[src/rtl/pwm_tb_pkg.sv]
package pwm_tb_pkg;

  typedef enum logic [1:0] {
    ACT_NONE = 2'b00,
    ACT_LOW  = 2'b01,
    ACT_HIGH = 2'b10,
    ACT_TGL  = 2'b11
  } act_e;

  // rule register layout: [3:2] compare rule, [1:0] zero rule
  typedef struct packed {
    act_e on_cmp;
    act_e on_zero;
  } act_rule_t;

  localparam int unsigned ADR_CTRL   = 0;
  localparam int unsigned ADR_PERIOD = 1;
  localparam int unsigned ADR_CMP0   = 2;
  localparam int unsigned ADR_COUNT  = 4;
  localparam int unsigned ADR_RULE0  = 5;
  localparam int unsigned N_OUT      = 2;

  // second-stage divide: 1 for code 0, otherwise twice the code
  function automatic int unsigned stage2_div(input int unsigned m);
    return (m == 0) ? 1 : (m << 1);
  endfunction

  // total clocks per counter tick
  function automatic int unsigned total_div(input int unsigned n, input int unsigned m);
    return stage2_div(m) << n;
  endfunction

  // pick the rule that wins on one tick
  function automatic act_e act_pick(input act_rule_t r, input logic zev, input logic cev);
    if (cev && r.on_cmp != ACT_NONE) return r.on_cmp;
    if (zev)                         return r.on_zero;
    return ACT_NONE;
  endfunction

  function automatic logic act_apply(input act_e a, input logic cur);
    case (a)
      ACT_LOW:  return 1'b0;
      ACT_HIGH: return 1'b1;
      ACT_TGL:  return ~cur;
      default:  return cur;
    endcase
  endfunction

endpackage

[src/rtl/pwm_prescale.sv]
module pwm_prescale
  import pwm_tb_pkg::*;
#(
  parameter int CODE_W = 3,
  parameter int PS_W   = 12
) (
  input  logic              clk,
  input  logic              rst_n,
  input  logic              run,
  input  logic              restart,
  input  logic [CODE_W-1:0] n_code,
  input  logic [CODE_W-1:0] m_code,
  output logic              tick
);

  logic [PS_W-1:0] div;
  logic [PS_W-1:0] pcnt;

  always_comb div = PS_W'(total_div(int'(n_code), int'(m_code)));

  assign tick = run && (pcnt == div - PS_W'(1));

  always_ff @(posedge clk or negedge rst_n) begin
    if (!rst_n)                pcnt <= '0;
    else if (!run || restart)  pcnt <= '0;
    else if (tick)             pcnt <= '0;
    else                       pcnt <= pcnt + PS_W'(1);
  end


  freeze_no_tick_chk: assert property (@(posedge clk) disable iff (!rst_n)
    !run |-> !tick);


  presc_step_chk: assert property (@(posedge clk) disable iff (!rst_n)
    (run && !restart && !tick) |=> pcnt == $past(pcnt) + PS_W'(1));

endmodule

[src/rtl/pwm_timebase.sv]
module pwm_timebase #(
  parameter int CNT_W = 16
) (
  input  logic             clk,
  input  logic             rst_n,
  input  logic             tick,
  input  logic             cnt_wr,
  input  logic             prd_wr,
  input  logic             shadow_en,
  input  logic [CNT_W-1:0] wdata,
  output logic [CNT_W-1:0] cnt,
  output logic [CNT_W-1:0] cnt_nxt,
  output logic             step,
  output logic             zero_ev
);

  logic [CNT_W-1:0] prd_act;
  logic [CNT_W-1:0] prd_sh;
  logic             at_end;
  logic             wrap_step;

  assign at_end    = (cnt >= prd_act);
  assign cnt_nxt   = at_end ? '0 : cnt + CNT_W'(1);
  assign step      = tick && !cnt_wr;
  assign zero_ev   = step && (cnt_nxt == '0);
  assign wrap_step = step && at_end;

  always_ff @(posedge clk or negedge rst_n) begin
    if (!rst_n)      cnt <= '0;
    else if (cnt_wr) cnt <= wdata;
    else if (tick)   cnt <= cnt_nxt;
  end

  always_ff @(posedge clk or negedge rst_n) begin
    if (!rst_n) begin
      prd_sh  <= '0;
      prd_act <= '0;
    end else begin
      if (prd_wr) prd_sh <= wdata;
      if (prd_wr && !shadow_en)          prd_act <= wdata;
      else if (shadow_en && wrap_step)   prd_act <= prd_sh;
    end
  end


  count_up_chk: assert property (@(posedge clk) disable iff (!rst_n)
    (step && cnt < prd_act) |=> cnt == $past(cnt) + CNT_W'(1));


  wrap_zero_chk: assert property (@(posedge clk) disable iff (!rst_n)
    (step && cnt >= prd_act) |=> cnt == '0);


  direct_load_chk: assert property (@(posedge clk) disable iff (!rst_n)
    cnt_wr |=> cnt == $past(wdata));


  shadow_hold_chk: assert property (@(posedge clk) disable iff (!rst_n)
    (shadow_en && !(step && cnt >= prd_act)) |=> $stable(prd_act));

endmodule

[src/rtl/pwm_action.sv]
module pwm_action
  import pwm_tb_pkg::*;
#(
  parameter int CNT_W = 16
) (
  input  logic             clk,
  input  logic             rst_n,
  input  logic             step,
  input  logic             zero_ev,
  input  logic [CNT_W-1:0] cnt_nxt,
  input  logic [CNT_W-1:0] cmp,
  input  act_rule_t        rule,
  output logic             out
);

  logic cmp_ev;
  act_e act;

  assign cmp_ev = step && (cnt_nxt == cmp);
  assign act    = act_pick(rule, zero_ev, cmp_ev);

  always_ff @(posedge clk or negedge rst_n) begin
    if (!rst_n) out <= 1'b0;
    else        out <= act_apply(act, out);
  end


  idle_hold_chk: assert property (@(posedge clk) disable iff (!rst_n)
    !step |=> $stable(out));


  zero_set_chk: assert property (@(posedge clk) disable iff (!rst_n)
    (zero_ev && !cmp_ev && rule.on_zero == ACT_HIGH) |=> out);


  cmp_toggle_chk: assert property (@(posedge clk) disable iff (!rst_n)
    (cmp_ev && rule.on_cmp == ACT_TGL) |=> out != $past(out));


  cmp_wins_chk: assert property (@(posedge clk) disable iff (!rst_n)
    (cmp_ev && rule.on_cmp == ACT_LOW) |=> !out);

endmodule

[src/rtl/dual_pwm_timebase.sv]
module dual_pwm_timebase
  import pwm_tb_pkg::*;
#(
  parameter int CNT_W  = 16,
  parameter int CODE_W = 3,
  parameter int ADDR_W = 3
) (
  input  logic              clk,
  input  logic              rst_n,
  input  logic              wr_en,
  input  logic [ADDR_W-1:0] wr_addr,
  input  logic [CNT_W-1:0]  wr_data,
  output logic [CNT_W-1:0]  count,
  output logic              pwm_a,
  output logic              pwm_b
);

  localparam int MAX_N = (1 << CODE_W) - 1;
  localparam int PS_W  = MAX_N + $clog2(2 * MAX_N) + 1;
  localparam int RUN_B = 2 * CODE_W;
  localparam int SHD_B = 2 * CODE_W + 1;

  logic [CODE_W-1:0] n_code, m_code;
  logic              run, shadow_en;
  logic [CNT_W-1:0]  cmp  [N_OUT];
  act_rule_t         rule [N_OUT];
  logic [N_OUT-1:0]  outs;

  logic ctrl_wr, prd_wr, cnt_wr, tick, step, zero_ev;
  logic [CNT_W-1:0] cnt, cnt_nxt;

  assign ctrl_wr = wr_en && (wr_addr == ADDR_W'(ADR_CTRL));
  assign prd_wr  = wr_en && (wr_addr == ADDR_W'(ADR_PERIOD));
  assign cnt_wr  = wr_en && (wr_addr == ADDR_W'(ADR_COUNT));

  always_ff @(posedge clk or negedge rst_n) begin
    if (!rst_n) begin
      n_code    <= '0;
      m_code    <= '0;
      run       <= 1'b0;
      shadow_en <= 1'b0;
    end else if (ctrl_wr) begin
      n_code    <= wr_data[CODE_W-1:0];
      m_code    <= wr_data[2*CODE_W-1:CODE_W];
      run       <= wr_data[RUN_B];
      shadow_en <= wr_data[SHD_B];
    end
  end

  pwm_prescale #(.CODE_W(CODE_W), .PS_W(PS_W)) u_presc (
    .clk(clk), .rst_n(rst_n), .run(run), .restart(ctrl_wr || cnt_wr),
    .n_code(n_code), .m_code(m_code), .tick(tick));

  pwm_timebase #(.CNT_W(CNT_W)) u_tb (
    .clk(clk), .rst_n(rst_n), .tick(tick), .cnt_wr(cnt_wr), .prd_wr(prd_wr),
    .shadow_en(shadow_en), .wdata(wr_data), .cnt(cnt), .cnt_nxt(cnt_nxt),
    .step(step), .zero_ev(zero_ev));

  for (genvar i = 0; i < N_OUT; i++) begin : g_out
    always_ff @(posedge clk or negedge rst_n) begin
      if (!rst_n) begin
        cmp[i]  <= '0;
        rule[i] <= act_rule_t'(4'b0000);
      end else if (wr_en) begin
        if (wr_addr == ADDR_W'(ADR_CMP0 + i))  cmp[i]  <= wr_data;
        if (wr_addr == ADDR_W'(ADR_RULE0 + i)) rule[i] <= act_rule_t'(wr_data[3:0]);
      end
    end

    pwm_action #(.CNT_W(CNT_W)) u_act (
      .clk(clk), .rst_n(rst_n), .step(step), .zero_ev(zero_ev),
      .cnt_nxt(cnt_nxt), .cmp(cmp[i]), .rule(rule[i]), .out(outs[i]));
  end

  assign count = cnt;
  assign pwm_a = outs[0];
  assign pwm_b = outs[1];


  freeze_count_chk: assert property (@(posedge clk) disable iff (!rst_n)
    (!run && !cnt_wr) |=> $stable(count));

endmodule

[config.mk]
export PLATFORM = sky130hd
export DESIGN_NAME = dual_pwm_timebase
export DESIGN_NICKNAME = d
export VERILOG_FILES = /design/src/rtl/pwm_tb_pkg.sv /design/src/rtl/pwm_prescale.sv /design/src/rtl/pwm_timebase.sv /design/src/rtl/pwm_action.sv /design/src/rtl/dual_pwm_timebase.sv
export SDC_FILE = /design/constraint.sdc
export NUM_CORES = 1
export LEC_CHECK = 0
export CORE_MARGIN = 3
export CORE_UTILIZATION = 55
export DETAILED_ROUTE_END_ITERATION = 16
export PLACE_DENSITY = 0.75
export SLEW_MARGIN = 20
export SYNTH_ARGS = -nofsm -noshare
export SYNTH_HDL_FRONTEND = slang
export SYNTH_HIERARCHICAL = 1
export SYNTH_SLANG_ARGS = --single-unit
[constraint.sdc]
create_clock -name clk -period 5.3 [get_ports clk]
set_input_delay 1.06 -clock clk [delete_from_list [all_inputs] [get_ports clk]]
set_output_delay 1.06 -clock clk [all_outputs]
set_load 0.005 [all_outputs]
**After elaboration in Yosys (flattened, before gate mapping)**

Cells that the tools add are included.

- Add/subtract/negate cells: 3
- Order comparisons: 1
- Equality and inequality tests: 15
- Shift-type cells: 1
- Multiplexer cells: 23
- Bitwise logic cells: 2
- Reduce and logical (&&, ||, !) cells: 31

Operators with widths:

| kind | count |
|---|---|
| 2-to-1 mux 16 bit | 5 |
| equality test 16 bit | 2 |
| left shift 32 x 3 -> 12 bit | 1 |
| 2-to-1 mux 12 bit | 2 |
| adder 16 x 1 -> 16 bit, second input constant | 1 |
| greater-or-equal comparator 16 bit | 1 |
| logical NOT 16 bit | 1 |
| 2-to-1 mux 2 bit | 8 |
| logical AND 1 bit | 13 |
| adder 12 x 1 -> 12 bit, second input constant | 1 |
| equality test 12 bit | 1 |
| subtractor 12 x 1 -> 12 bit, second input constant | 1 |
| equality test 3 bit, second input constant | 3 |
| equality test 2 bit, second input constant | 4 |
| AND reduction 2 bit | 4 |
| nonzero test 2 bit | 4 |
| equality test 3 x 2 -> 1 bit, second input constant | 2 |
| logical NOT 3 bit | 2 |
| one-hot mux 1 bit (3 select lines) | 2 |
| nonzero test 3 bit | 2 |
| 2-to-1 mux 1 bit | 5 |
| equality test 2 x 1 -> 1 bit, second input constant | 2 |
| 2-to-1 mux 4 bit | 1 |
| equality test 3 x 1 -> 1 bit, second input constant | 1 |
| 3 further kinds | 7 |

- Flip-flop bits (word level): 110
- Bits of input ports: 22

**Depth between registers and ports, before layout**

- Depth in word-level cells: 15
- Gate-level depth with buffers: 22

**Hierarchy**

Netlist, hierarchy kept.

Modules (own cells, without submodules):

| module | instances | cells an instance | area an instance (um^2) |
|---|---|---|---|
| pwm_timebase | 1 | 332 | 3295.7 |
| dual_pwm_timebase | 1 | 110 | 1926.8 |
| pwm_prescale | 1 | 165 | 1320.0 |
| pwm_action | 2 | 28 | 246.5 |

**Worst setup path before layout**

OpenSTA, ideal clock, no wires.

- Path kind: flip-flop to flip-flop
- From: register m_code[0]
- To: register g_out[0].u_act.out
- Library setup time: 0.128 ns
- Data arrival time: 4.502 ns
- Required time: 5.172 ns
- Setup slack: 0.671 ns
- Cell stages (with the launch flop): 21
- Buffers on the path: 3
- Clock period less this slack: 4.629 ns
- Cells stage by stage: dfrtp_1 buf_6 or4b_1 nand2_1 nand2_1 ha_1 xor2_1 nand4b_1 or4_1 or4_1 a211oi_2 buf_6 nor2b_1 clkbuf_8 nand2_1 nor4_1 and4b_1 nand4_1 o21ai_1 a31oi_1 mux2_1

- Longest elaborated chain between the ends: 14
- Elaborated cells between the ends (all ways): 21

RTL lines:

| element | RTL line | source |
|---|---|---|
| start: declaration | dual_pwm_timebase.sv:23 | `logic [CODE_W-1:0] n_code, m_code;` |
| start signal: assignment | dual_pwm_timebase.sv:44 | `m_code <= wr_data[2*CODE_W-1:CODE_W];` |
| logical NOT 3 bit | pwm_tb_pkg.sv:25 | `return (m == 0) ? 1 : (m << 1);` |
| 2-to-1 mux 4 bit * | pwm_tb_pkg.sv:25 |  |
| left shift 32 x 3 -> 12 bit * | pwm_tb_pkg.sv:30 | `return stage2_div(m) << n;` |
| subtractor 12 x 1 -> 12 bit * | pwm_prescale.sv:21 | `assign tick = run && (pcnt == div - PS_W'(1));` |
| equality test 12 bit * | pwm_prescale.sv:21 |  |
| logical AND 1 bit * | pwm_prescale.sv:21 |  |
| via tick | dual_pwm_timebase.sv:29 | `logic ctrl_wr, prd_wr, cnt_wr, tick, step, zero_ev;` |
| logical AND 1 bit * | pwm_timebase.sv:24 | `assign step = tick && !cnt_wr;` |
| via step | dual_pwm_timebase.sv:29 |  |
| logical AND 1 bit * | pwm_timebase.sv:25 | `assign zero_ev = step && (cnt_nxt == '0);` |
| via zero_ev | dual_pwm_timebase.sv:29 |  |
| 2-to-1 mux 1 bit (2 in series) | pwm_tb_pkg.sv:36 | `if (zev) return r.on_zero;` |
| 2-to-1 mux 2 bit * | pwm_tb_pkg.sv:37 | `return ACT_NONE;` |
| 2-to-1 mux 2 bit * | pwm_tb_pkg.sv:36 |  |
| equality test 2 bit / equality test 2 x 1 -> 1 bit (equally long branches) | pwm_tb_pkg.sv:41 | `case (a)` |
| one-hot mux 1 bit (3 select lines) / nonzero test 3 bit (equally long branches) | -- |  |
| end signal: assignment | pwm_action.sv:24 | `else out <= act_apply(act, out);` |
| end: declaration | pwm_action.sv:13 | `output logic out` |

The timed path passes the listed nets; every way through them passes the cells marked *. The select of a mux whose other input is x is not followed.
A chain may end at the register's enable or synchronous reset.

**Final worst setup path**

- From: register m_code[1]
- To: register g_out[0].u_act.out

The elaborated chain is that of the path after synthesis.

==> results_dict.tcl <==
set metrics [dict create \
    outcome "completed" \
    pin_count 40 \
    numCtsBuffers 9 \
    synth-edff-count 0 \
    synthMuxAreaShare_pct 14.5 \
    drtAntennaViolNets 0 \
    synth_top_area_cell "dfrtp_1" \
    synth_area_mm2 0.00704 \
    crit_arrival_ns 5.06 \
    vias_per_cell 6.19 \
    hold_violations 0 \
    port-buffer-count 39 \
    fin_crit_ns 4.81 \
    timing.fmax_ghz 0.208 \
    rows 40 \
    dp_hpwl_um 12300 \
    crit_required_ns 5.54 \
    p_per_area_mw_per_mm2 395 \
    grt_pass1_wl_um 27600 \
    period_share_pct 90.8 \
    ys_types 79 \
    worstSetupPathType "reg2reg" \
    place_ws_ns 0.566 \
    cts_sinks 110 \
    final-setup-viol-count 0 \
    die_height_um 119 \
    grtUsageTotal_pct 24.5 \
    cts_resized 0 \
    clkTransAtPathRegs_ns 0.07 \
    max_stage_delay_ns 0.58 \
    ctsLongestPathBuffers 2 \
    ys_ff_latch 110 \
    ctsHoldBuffers 0 \
    synth_top_area_share_pct 39.1 \
    layout_common_cells "110 x dfrtp_1, 65 x mux2_2, 43 x xnor2_1" \
    wl_per_cell_um 19.8 \
    leakage_nw 3.17 \
    drtIter0Drc 431 \
    synth_compound_area_share_pct 11.5 \
    antenna_found_initial 0 \
    synthXorXnorAreaFrac_pct 7.93 \
    grt_max_degree 71 \
    synth_cells 663 \
    syn_avg_cell_area_um2 10.6 \
    clk_latency_ns 0.35 \
    wl_um 16900 \
    synthToLayoutAreaGrowth_pct 9.62 \
    cts_setup_buffers 0 \
    synth_fa_ha_area_share_pct 3.38 \
    cts_tree "done" \
    grt_setup_unrepaired "no" \
    worstPathMaxFanout 14 \
    synth_simple_gate_area_share_pct 17.4 \
    drive_above_1_share_pct 19.9 \
    critPathSlowestCell "or4b_1" \
    crit_path_frequent_cell "nand2_1" \
    ctsHtreeMaxLevel 3 \
    grt_overflow 0 \
    setup_ws_ns 0.487 \
    nets 724 \
    worstHoldPathType "reg2reg" \
    coreArea_mm2 0.0123 \
    die_w_um 119 \
    slew_viol_final 0 \
    max_slew_margin_pct 30.1 \
    synth_top_family_by_area "simple AND/OR/NAND/NOR gates" \
    seq_area_frac_synth_pct 39.1 \
    yosys-top-cells-area "dfrtp_1 39%, mux2_2 10%, xnor2_1 5.4%, ha_1 3.4%, mux2_4 2.3%" \
    place_congestion 0.838 \
    synth_nets 704 \
    skew_ns 0.00794 \
    cts_root_buf "clkbuf_16" \
    yosys_warnings 6 \
    dieArea_mm2 0.0142 \
    worst_pin_slew_ns 1.05 \
    crit_chain "or4b_1 > nand2_1 > nand2_1 > ha_1 > xor2_1 > nand4b_1 > or4_1 > or4_1 > a211oi_4 > nor2b_1 > nand2_1 > nor4_1 > and4b_1 > nand4_1 > o21ai_1 > a31oi_1 > mux2_1" \
    yosys_most_used_dff "dfrtp_1" \
    num_vias 5296 \
    synthArstFlopShare_pct 100 \
    worst_setup_path_start_kind "flip-flop" \
    start_util_pct 57.4 \
    end_kind "flip-flop" \
    diodes 0 \
    maxCapViolations 0 \
    num-fill-cells 988 \
    setup_tns_ns 0 \
    grt_pass1_vias 5219 \
    post-route-drc-count 0 \
    ir_drop_mv 0.357 \
    drt-pass1-iter-count 5 \
    final_common_cell "dfrtp_1" \
]
==> cells by family (layout without fill, tap and decap cells) <==
kind of cell | count (synthesis) | in the layout
xor gates and xnor gates | 62 | 62
AOI/OAI and AO/OA | 105 | 105
and+or+nand+nor | 201 | 201
buffers and inverters | 78 | 102
DFF | 110 | 110
adders and majority gates | 19 | 19
muxes | 88 | 88
==> critical path: cells and delay by family (launching register included) <==
family | cells | cell delay (ns)
flops | 1 | 0.54
xor+xnor | 1 | 0.15
simple gates | 11 | 2.69
compound gates | 3 | 0.72
fa+ha+maj | 1 | 0.31
mux | 1 | 0.29
==> stage by stage <==
step	utilization (%)	hold WS [ns]	cell area (um2)	std cells	power (W)
after global placement	60.6	0.490	7430	840	0.00235
after global routing	62.9	0.523	7710	855	0.00324
final	62.9	0.513	7710	855	0.00305
after CTS	62.9	0.516	7710	855	0.00305
after detailed placement	60.6	0.497	7430	840	0.00240
after floorplan	-	0.477	7040	663	0.00209
==> power by group <==
part | total [W] | internal (W) | leakage, nW | switching (W)
Sequential | 0.00117 | 0.00101 | 1.31 | 0.000167
Combinational | 0.00124 | 0.000589 | 1.73 | 0.000646
Clock | 0.000638 | 0.000333 | 0.132 | 0.000305
Total | 0.00305 | 0.00193 | 3.17 | 0.00112
==> per-layer routing <==
layer,vias to the layer above,global-route usage (%),routed length (um)
li1,2456,-,-
met1,2614,33.8,7620
met2,185,37.9,7910
met3,41,4.37,841
met4,0,10.5,554
met5,-,0,0
==> registers in the layout, summed over array words and instances, names as in the netlist <==
name / count
n_code: 3
u_tb/prd_act: 16
cmp: 32
shadow_en: 1
run: 1
m_code: 3
u_presc/pcnt: 12
u_tb/prd_sh: 16
g_out.u_act/out: 2
rule: 8
u_tb/cnt: 16
==> area by class of cell <==
cell class	count	area [um2]	area share [%]
Sequential cell	110	2750	35.7
Timing Repair Buffer	48	455	5.91
Multi-Input combinational cell	475	3870	50.1
Tap cell	168	210	2.73
Clock inverter	5	41.3	0.535
Clock buffer	10	239	3.10
Inverter	39	146	1.90
==> final timing paths <==
kind | start | end | slack, ns | cells after the start
max reg2reg | m_code[1]$_DFFE_PN0P_ | g_out[0].u_act/out$_DFFE_PN0P_ | 0.49 | 17
max in group asynchronous | rst_n | u_tb/prd_act[0]$_DFFE_PN0P_ | 3.45 | 2
min in group asynchronous | rst_n | u_tb/prd_act[9]$_DFFE_PN0P_ | 0.82 | 1
max | m_code[1]$_DFFE_PN0P_ | g_out[0].u_act/out$_DFFE_PN0P_ | 0.49 | 17
min reg2reg | u_tb/prd_sh[14]$_DFFE_PN0P_ | u_tb/prd_sh[14]$_DFFE_PN0P_ | 0.51 | 1
min | u_tb/prd_sh[14]$_DFFE_PN0P_ | u_tb/prd_sh[14]$_DFFE_PN0P_ | 0.51 | 1
==> cells in the mapped netlist (all sizes together) (3+ instances only) <==
library cell  count
nand4b            5
buf              21
nor3b            11
a31oi             7
nor2             35
nand3            16
dfrtp           110
and3              5
xor2             18
nor4              9
nand4            15
xnor2            43
o21ai             7
mux2i            10
clkbuf           18
ha               19
a221o             6
mux2             78
nor2b            13
a21oi            26
o22ai            10
nand2            29
inv              39
a211oi            5
or4               3
a2111oi           3
o32a              3
or2b             10
o221a            16
nand2b           13
nor3             22
Power figures use the tool's default switching activity.
